`src/rtl/irq_prio_pkg.sv`:
```
package irq_prio_pkg;

    // command byte field positions
    localparam int CMD_W       = 8;
    localparam int F_INIT      = 4;
    localparam int F_MODE      = 3;
    localparam int F_SMM_EN    = 6;
    localparam int F_SMM_VAL   = 5;
    localparam int F_NEST      = 0;

    // end-of-interrupt / priority operation codes (cmd_data[7:5])
    localparam logic [2:0] OP_EOI_NS = 3'b001;
    localparam logic [2:0] OP_EOI_SP = 3'b011;
    localparam logic [2:0] OP_ROT_NS = 3'b101;
    localparam logic [2:0] OP_ROT_SP = 3'b111;
    localparam logic [2:0] OP_SETPRI = 3'b110;

    typedef enum logic [3:0] {
        CMD_NONE,
        CMD_INIT,
        CMD_MASK,
        CMD_EOI_NS,
        CMD_EOI_SP,
        CMD_ROT_NS,
        CMD_ROT_SP,
        CMD_SETPRI,
        CMD_MODE
    } cmd_kind_e;

    typedef struct packed {
        cmd_kind_e         kind;
        logic [CMD_W-1:0]  mask;
        logic [2:0]        lvl;
        logic              smm_en;
        logic              smm_val;
        logic              nest;
    } cmd_t;

endpackage

```
`src/rtl/irq_cmd_decode.sv`:
```
module irq_cmd_decode
    import irq_prio_pkg::*;
(
    input  logic             valid_i,
    input  logic             a0_i,
    input  logic [CMD_W-1:0] data_i,
    output cmd_t             cmd_o
);

    always_comb begin
        cmd_o         = '0;
        cmd_o.kind    = CMD_NONE;
        cmd_o.mask    = data_i;
        cmd_o.lvl     = data_i[2:0];
        cmd_o.smm_en  = data_i[F_SMM_EN];
        cmd_o.smm_val = data_i[F_SMM_VAL];
        cmd_o.nest    = data_i[F_NEST];
        if (valid_i) begin
            if (a0_i) begin
                cmd_o.kind = CMD_MASK;
            end else if (data_i[F_INIT]) begin
                cmd_o.kind = CMD_INIT;
            end else if (data_i[F_MODE]) begin
                cmd_o.kind = CMD_MODE;
            end else begin
                case (data_i[7:5])
                    OP_EOI_NS: cmd_o.kind = CMD_EOI_NS;
                    OP_EOI_SP: cmd_o.kind = CMD_EOI_SP;
                    OP_ROT_NS: cmd_o.kind = CMD_ROT_NS;
                    OP_ROT_SP: cmd_o.kind = CMD_ROT_SP;
                    OP_SETPRI: cmd_o.kind = CMD_SETPRI;
                    default:   cmd_o.kind = CMD_NONE;
                endcase
            end
        end
    end

endmodule

```
`src/rtl/irq_prio_pick.sv`:
```
// Rotating priority picker: scans from base+1 upward with wrap and
// returns the first set level plus its rank (0 = most urgent).
module irq_prio_pick #(
    parameter int N = 8,
    parameter int W = $clog2(N)
) (
    input  logic [N-1:0] vec_i,
    input  logic [W-1:0] base_i,
    output logic         found_o,
    output logic [W-1:0] lvl_o,
    output logic [W-1:0] rank_o
);

    logic [W-1:0] cand;

    always_comb begin
        found_o = 1'b0;
        lvl_o   = '0;
        rank_o  = '0;
        cand    = '0;
        for (int k = 0; k < N; k++) begin
            cand = base_i + W'(k + 1);
            if (!found_o && vec_i[cand]) begin
                found_o = 1'b1;
                lvl_o   = cand;
                rank_o  = W'(k);
            end
        end
    end

    always_comb begin
        if (found_o) begin
            AST_PICK_HIT: assert (vec_i[lvl_o]) else $error("picker chose an empty level");
        end
    end

endmodule

```
`src/rtl/irq_prio_resolver.sv`:
```
module irq_prio_resolver
    import irq_prio_pkg::*;
#(
    parameter int N = 8,
    parameter int W = $clog2(N)
) (
    input  logic             clk,
    input  logic             rst_n,
    input  logic [N-1:0]     req_in,
    input  logic             cmd_valid,
    input  logic             cmd_a0,
    input  logic [CMD_W-1:0] cmd_data,
    input  logic             inta,
    output logic             int_out,
    output logic [W-1:0]     vec_out
);

    localparam logic [W-1:0] PTR_RST  = W'(N - 1);
    localparam int           NEST_LVL = 2;
    localparam logic [N-1:0] ONE      = {{(N-1){1'b0}}, 1'b1};

    typedef struct packed {
        logic [N-1:0] irr;
        logic [N-1:0] isr;
        logic [N-1:0] imr;
        logic [W-1:0] lowprio;
        logic         smm;
        logic         nest;
    } state_t;

    localparam state_t ST_RST = '{
        irr: '0, isr: '0, imr: '0, lowprio: PTR_RST, smm: 1'b0, nest: 1'b0
    };

    state_t st_q, st_d;
    cmd_t   cmd;

    irq_cmd_decode u_dec (
        .valid_i (cmd_valid),
        .a0_i    (cmd_a0),
        .data_i  (cmd_data),
        .cmd_o   (cmd)
    );

    // ---------------- resolution vectors ----------------
    logic [N-1:0] cand_vec, blk_vec, eoi_vec;

    always_comb begin
        cand_vec = st_q.irr & ~st_q.imr;
        blk_vec  = st_q.isr;
        if (st_q.nest) begin
            blk_vec[NEST_LVL] = 1'b0;
        end
        if (st_q.smm) begin
            blk_vec = '0;
        end
        eoi_vec = st_q.smm ? (st_q.isr & ~st_q.imr) : st_q.isr;
    end

    logic         req_found, blk_found, eoi_found;
    logic [W-1:0] req_lvl, blk_lvl, eoi_lvl;
    logic [W-1:0] req_rank, blk_rank, eoi_rank;

    irq_prio_pick #(.N(N), .W(W)) u_pick_req (
        .vec_i   (cand_vec),
        .base_i  (st_q.lowprio),
        .found_o (req_found),
        .lvl_o   (req_lvl),
        .rank_o  (req_rank)
    );

    irq_prio_pick #(.N(N), .W(W)) u_pick_blk (
        .vec_i   (blk_vec),
        .base_i  (st_q.lowprio),
        .found_o (blk_found),
        .lvl_o   (blk_lvl),
        .rank_o  (blk_rank)
    );

    irq_prio_pick #(.N(N), .W(W)) u_pick_eoi (
        .vec_i   (eoi_vec),
        .base_i  (st_q.lowprio),
        .found_o (eoi_found),
        .lvl_o   (eoi_lvl),
        .rank_o  (eoi_rank)
    );

    assign int_out = req_found && (!blk_found || (req_rank < blk_rank));
    assign vec_out = req_lvl;

    logic         ack_hit;
    logic [N-1:0] ack_oh;

    assign ack_hit = inta && int_out;
    assign ack_oh  = ONE << req_lvl;

    // ---------------- next state ----------------
    always_comb begin
        st_d = st_q;
        if (ack_hit) begin
            st_d.irr = st_q.irr & ~ack_oh;
            st_d.isr = st_q.isr | ack_oh;
        end
        st_d.irr = st_d.irr | req_in;

        case (cmd.kind)
            CMD_INIT: begin
                st_d.isr     = '0;
                st_d.imr     = '0;
                st_d.lowprio = PTR_RST;
                st_d.smm     = 1'b0;
                st_d.nest    = cmd.nest;
            end
            CMD_MASK: begin
                st_d.imr = cmd.mask[N-1:0];
            end
            CMD_EOI_NS: begin
                if (eoi_found) begin
                    st_d.isr[eoi_lvl] = 1'b0;
                end
            end
            CMD_ROT_NS: begin
                if (eoi_found) begin
                    st_d.isr[eoi_lvl] = 1'b0;
                    st_d.lowprio      = eoi_lvl;
                end
            end
            CMD_EOI_SP: begin
                st_d.isr[cmd.lvl[W-1:0]] = 1'b0;
            end
            CMD_ROT_SP: begin
                st_d.isr[cmd.lvl[W-1:0]] = 1'b0;
                st_d.lowprio             = cmd.lvl[W-1:0];
            end
            CMD_SETPRI: begin
                st_d.lowprio = cmd.lvl[W-1:0];
            end
            CMD_MODE: begin
                if (cmd.smm_en) begin
                    st_d.smm = cmd.smm_val;
                end
            end
            default: ;
        endcase
    end

    always_ff @(posedge clk or negedge rst_n) begin
        if (!rst_n) begin
            st_q <= ST_RST;
        end else begin
            st_q <= st_d;
        end
    end

    // ---------------- assertions ----------------
    AST_ACK_TO_SERVICE: assert property (@(posedge clk) disable iff (!rst_n)
        (ack_hit && cmd.kind == CMD_NONE) |=> st_q.isr[$past(vec_out)]) else $error("ack lost");

    AST_INIT_DEFAULTS: assert property (@(posedge clk) disable iff (!rst_n)
        (cmd.kind == CMD_INIT) |=> (st_q.lowprio == PTR_RST && !st_q.smm && st_q.isr == '0 && st_q.imr == '0)) else $error("init");

    AST_MASKED_SILENT: assert property (@(posedge clk) disable iff (!rst_n)
        int_out |-> !st_q.imr[vec_out]) else $error("masked level raised");

    AST_MODE_HOLD: assert property (@(posedge clk) disable iff (!rst_n)
        (cmd.kind == CMD_MODE && !cmd.smm_en) |=> (st_q.smm == $past(st_q.smm))) else $error("mode changed");

    AST_SMM_EOI_SKIP: assert property (@(posedge clk) disable iff (!rst_n)
        (cmd.kind == CMD_EOI_NS && st_q.smm) |=> (($past(st_q.isr & st_q.imr) & ~st_q.isr) == '0)) else $error("masked isr cleared");

    AST_EOI_SINGLE: assert property (@(posedge clk) disable iff (!rst_n)
        (cmd.kind == CMD_EOI_NS) |=> ($countones($past(st_q.isr) & ~st_q.isr) <= 1)) else $error("eoi cleared many");

    AST_EOI_MATCH_BLK: assert property (@(posedge clk) disable iff (!rst_n)
        (!st_q.smm && !st_q.nest && blk_found) |-> (eoi_found && eoi_rank == blk_rank && eoi_lvl == blk_lvl)) else $error("pickers disagree");

endmodule

```
`config.mk`:
```
export PLATFORM = sky130hd
export DESIGN_NAME = irq_prio_resolver
export DESIGN_NICKNAME = d
export VERILOG_FILES = /design/src/rtl/irq_prio_pkg.sv /design/src/rtl/irq_cmd_decode.sv /design/src/rtl/irq_prio_pick.sv /design/src/rtl/irq_prio_resolver.sv
export SDC_FILE = /design/constraint.sdc
export NUM_CORES = 1
export LEC_CHECK = 0
export BUFFER_PORTS_ARGS = -buffer_cell sky130_fd_sc_hd__buf_2
export CORE_UTILIZATION = 63
export CTS_CLUSTER_SIZE = 20
export DETAILED_ROUTE_END_ITERATION = 8
export PLACE_DENSITY = 0.81
export SYNTH_ARGS = -nofsm -noshare
export SYNTH_HDL_FRONTEND = slang
export SYNTH_SLANG_ARGS = --single-unit
```
`constraint.sdc`:
```
create_clock -name clk -period 5.68 [get_ports clk]
set_input_delay 0.852 -clock clk [delete_from_list [all_inputs] [get_ports clk]]
set_output_delay 0.852 -clock clk [all_outputs]
set_load 0.02 [all_outputs]
```
Yosys cells after proc, flatten, opt, wreduce, memory -nomap -nowiden
Index checks and enable logic that the tools add are counted.

Register bits: 29. Bits in latches: 0. Bits in writable memories: 0. Memory bits (read-only): 0. Memories kept: 0.

Add/sub/neg operators: 7. $mul: 0. Div/mod/pow operators: 0. $lt $le $gt $ge: 13. Equality and inequality tests: 15. Shift-type cells: 1. Muxes and demuxes: 122. Bitwise operators: 11. Reduce and logical (&&, ||, !) cells: 56.

Operators by type and width (count): 3-bit two-way mux (25); 1-bit binary-select mux with 3-bit select (24); 1-bit two-way mux (54); 8-bit AND (5); 3-bit by 4-bit less-than comparator with 1-bit output, second input constant (10); 8-bit inverter (4); 1-bit logical AND (25); 8-bit two-way mux (3); 8-bit one-hot mux with 3 select lines (1); 1-bit logical NOT (22); 4-bit by 3-bit equality test with 1-bit output, second input constant (4); 16-bit two-way mux (1); 4-bit two-way mux (4); 8-bit OR (2); 8-bit one-hot mux with 2 select lines (1); 3-bit one-hot mux with 5 select lines (1); 3-bit adder, second input constant (4); 3-bit equality test, second input constant (3); 3-bit one-hot mux with 3 select lines (1); 4-bit by 2-bit equality test with 1-bit output, second input constant (2); 2-bit two-way mux (4); 1-bit by 3-bit << shifter with 8-bit output, first input constant (1); 3-bit by 2-bit adder with 3-bit output, second input constant (2); 1-bit demux with 3-bit select (2); other kinds (14) (20).

Longest topological paths before layout
Word-level depth: 35. Depth in mapped cells: 20.

By module
From an unflattened synthesis, not the netlist that was laid out.

Cells, all modules: 558. Area, all modules: 5158.7 µm².

By module, submodules not included: irq_prio_pick (instances 3, cells an instance 111, area an instance 1042.2 µm²); irq_prio_resolver (instances 1, cells an instance 197, area an instance 1826.8 µm²); irq_cmd_decode (instances 1, cells an instance 28, area an instance 205.2 µm²).

Worst setup path before layout
No wires, ideal clock.

Path type: reg-to-output. Start point: reg st_q[2] (netlist bit). End point: out int_out. Arrival time: 4.134 ns. Slack: 0.694 ns. Stages on the path, launching flop included: 15. Path through: dfstp_2 > buf_6 > inv_2 > buf_4 > buf_2 > ha_1 > buf_2 > xor2_1 > mux4_2 > or4b_4 > o21bai_1 > ha_1 > and3_1 > a21oi_1 > o2111a_1.

Longest elaborated chain between the ends: 28.

RTL lines: start, declared (line irq_prio_resolver.sv:35) `state_t st_q, st_d;`; start signal, assigned (line irq_prio_resolver.sv:151) `st_q <= st_d;`; 3-bit by 1-bit adder with 3-bit output (line irq_prio_pick.sv:22) `cand = base_i + W'(k + 1);`; 1-bit binary-select mux with 3-bit select (line irq_prio_pick.sv:23) `if (!found_o && vec_i[cand]) begin`; 1-bit two-way mux (not written as such) (line irq_prio_pick.sv:23); 1-bit two-way mux (line irq_prio_pick.sv:23); 1-bit logical NOT (line irq_prio_pick.sv:23); 1-bit logical AND (line irq_prio_pick.sv:23); 1-bit two-way mux (line irq_prio_pick.sv:23); 1-bit logical NOT (line irq_prio_pick.sv:23); [12 not listed]; 1-bit logical AND (line irq_prio_pick.sv:23); 1-bit two-way mux (line irq_prio_pick.sv:23); 1-bit logical NOT (line irq_prio_pick.sv:23); 1-bit logical AND (line irq_prio_pick.sv:23); 3-bit two-way mux or 1-bit two-way mux (tied branches) (line irq_prio_pick.sv:23); 3-bit less-than comparator or 1-bit logical NOT (tied branches) (line irq_prio_resolver.sv:88) `assign int_out = req_found && (!blk_found || (req_rank < blk_rank));`; 1-bit logical OR (line irq_prio_resolver.sv:88); 1-bit logical AND * (line irq_prio_resolver.sv:88); end, declared (line irq_prio_resolver.sv:14) `output logic int_out,`.

Mark *: on every way between the ends. The rest lies on a longest branch, timed or not. The select of a mux whose other input is x is not followed.

Worst setup path in the final report
Ends and elaborated chain as after synthesis.

==> results.toml <==
[status]
status = "finished, final reports clean"

[timing]
post-route-min-period_ns = 5.33
worst_slew_pin_slew_ns = 1.15
finalClockSkew_ns = 0.00699
setup_viol = 0
final_max_slew_viol_count = 0
timing.fmax_mhz = 188
fin_setup_tns_ns = 0
finalHoldViolations = 0
fin_crit_sh = 0.938
rsz0062_at_grt = "false"
maxSlewHeadroom = 0.212

[cells_and_area]
syn2layout_area_growth_pct = 7.04
largest_register = "st_q"
final_util = 0.705
drive_above_1_share = 0.209
nNetsFinal = 494
diodes = 0
largestRegisters = "st_q: 29 flops"
largest_reg_flops = 29

[placement]
portBuffers = 24
dpl.hpwl_mm = 8.76
gp_congestion = 0.957

[setup_path]
cp-end-kind = "output pin"
path_buf_inv = 2
worstPathArrival_ns = 4.47
critical_path_class = "register to output pin"
critPathLaunchType = "register"
cp_slowest_stage_delay_ns = 1.00
cp_max_fo = 26
crit_chain = "ha_1, xor2_2, mux4_2, nand4b_1, nor2_1, inv_1, o22ai_1, ha_1, and3_1, a21oi_1, o2111a_1, buf_2"
path_delay_family = "flip-flops"
cpMostUsedCell = "ha_1"
cp_data_required_time_ns = 4.83
crit_slowest_cell = "dfstp_2"

[yosys]
syn-num-nets = 476
synth_edf_count = 0
synth-seq-area-share = 0.185
syn_area_um2 = 3950
ys_types = 72
synth.avg_cell_area_um2 = 8.75
yosysTopAreaCell = "dfrtp_1"
yosysWarnings = 0
synth-main-ff-cell = "dfrtp_1"
ys_seq_elements = 29
syn_inst = 451
synthTopCellsByArea = "dfrtp_1, mux4_2, mux2i_1, nand2_1, o21ai_0"
synth_top_area_share = 0.165
synthArstFlopShare = 1.00

[floorplanning]
io_pins = 25
die_w_um = 81.1
core-area_um2 = 5990
num_rows = 28
start_util = 0.659
die_h_um = 81.1
die-area_um2 = 6580

[global_route]
gr-total-overflow = 0
grt_start_max_net_pins = 30
grt_pass1_wl_mm = 18.1
track_usage = 0.364
grt_pass1_vias = 3737
antenna_found_initial = 0

[clock_tree]
cts_buffers = 5
cts-root-buf = "clkbuf_8"
cts_max_level = 2
clock_sinks = 29
post_cts_resize_count = 0
cts.hold.buffers_added = 0
cts_tree = "done"
clock_latency_ns = 0.28
cts_max_path_buffers = 2
postCtsSetupBuffers = 0
clkSlewWorstSetupHoldPaths_ns = 0.07

[drt]
route.vias.total = 4019
viasPerCell = 7.37
wl_per_cell_um = 20.8
antenna_left = 0
drt_iter0_markers = 438
drt-total-wl_mm = 11.3
drt_pass1_iterations = 5
route.detailed.drc = 0

[flow_run]
cap_violations = 0

[min_path]
min_path_type = "register to register"

[power]
powerDensity_nw_per_um2 = 440
peakVddDrop_uv = 301
p_leak_nw = 1.84
## metrics by stage
| step | std cells | area (um^2) | hold slack (ns) | setup slack [ns] | total power, mW |
|---|---|---|---|---|---|
| 2_1_floorplan | 451 | 3950 | 0.441 | 0.694 | 1.29 |
| 4_1_cts | 545 | 4220 | 0.509 | 0.413 | 1.82 |
| 3_3_place_gp | 537 | 4100 | 0.474 | 0.902 | 1.54 |
| 3_5_place_dp | 537 | 4100 | 0.495 | 0.729 | 1.59 |
| 6_report | 545 | 4220 | 0.511 | 0.355 | 1.86 |
| 5_1_grt | 545 | 4220 | 0.518 | 0.144 | 1.97 |
## cells by family after synthesis
family	after synthesis	synth area share
multiplexers	74	0.279
buffers and inverters	42	0.0504
AO/OA/AOI/OAI	148	0.271
AND/OR/NAND/NOR	149	0.187
adder cells (fa/ha/maj)	4	0.0127
XOR/XNOR	5	0.0149
flip-flops	29	0.185
## layout make-up
| class | instances | area, um^2 |
|---|---|---|
| well taps | 75 | 93.8 |
| inverters | 20 | 75.1 |
| repair buffers | 33 | 188 |
| clock inverters | 2 | 37.5 |
| flip-flops and latches | 29 | 729 |
| fillers | 463 | 1770 |
| multi-input cells | 380 | 3020 |
| clock buffers | 6 | 82.6 |
## power breakdown
group / total [mW] / internal [mW] / switching [mW]
clock network: 0.222 / 0.142 / 0.0792
registers: 0.348 / 0.255 / 0.0929
logic: 1.29 / 0.545 / 0.745
total: 1.86 / 0.942 / 0.917
## path summary, 6_finish.rpt
kind	from	end	slack, ns	depth (start not counted)
min	st_q[27]$_DFF_PN0_	st_q[27]$_DFF_PN0_	0.51	1
max reg2reg	st_q[2]$_DFFE_PN1P_	st_q[20]$_DFF_PN0_	0.84	14
max	st_q[2]$_DFFE_PN1P_	int_out	0.35	12
max in group asynchronous	rst_n	st_q[8]$_DFFE_PN0P_	4.66	1
min reg2reg	st_q[27]$_DFF_PN0_	st_q[27]$_DFF_PN0_	0.51	1
min in group asynchronous	rst_n	st_q[6]$_DFFE_PN0P_	0.60	1
## layout by cell type, fill, tap and decap left out, drive strengths merged, types with 16 or more instances in the layout
master / instances
dfrtp: 26
mux2i: 37
nor2: 32
buf: 33
a21oi: 17
mux4: 28
nor3: 16
nand2: 46
inv: 19
o21ai: 29
## per-layer routing
layer	vias up	track usage	wire length (um)
met5	-	0	0
met1	1883	0.463	4480
met4	0	0.196	601
li1	1794	-	-
met3	63	0.0584	932
met2	279	0.592	5310
## Yosys cell counts (10+ instances only)
cell,instances
inv_1,17
nand2b_1,10
mux2i_1,37
nor2_1,32
o21ai_0,28
nor2b_1,13
o21bai_1,10
nor3_1,16
dfrtp_1,26
mux4_2,28
a21oi_1,17
nand2_1,46
Note: power is estimated with default switching activity, not from simulation.
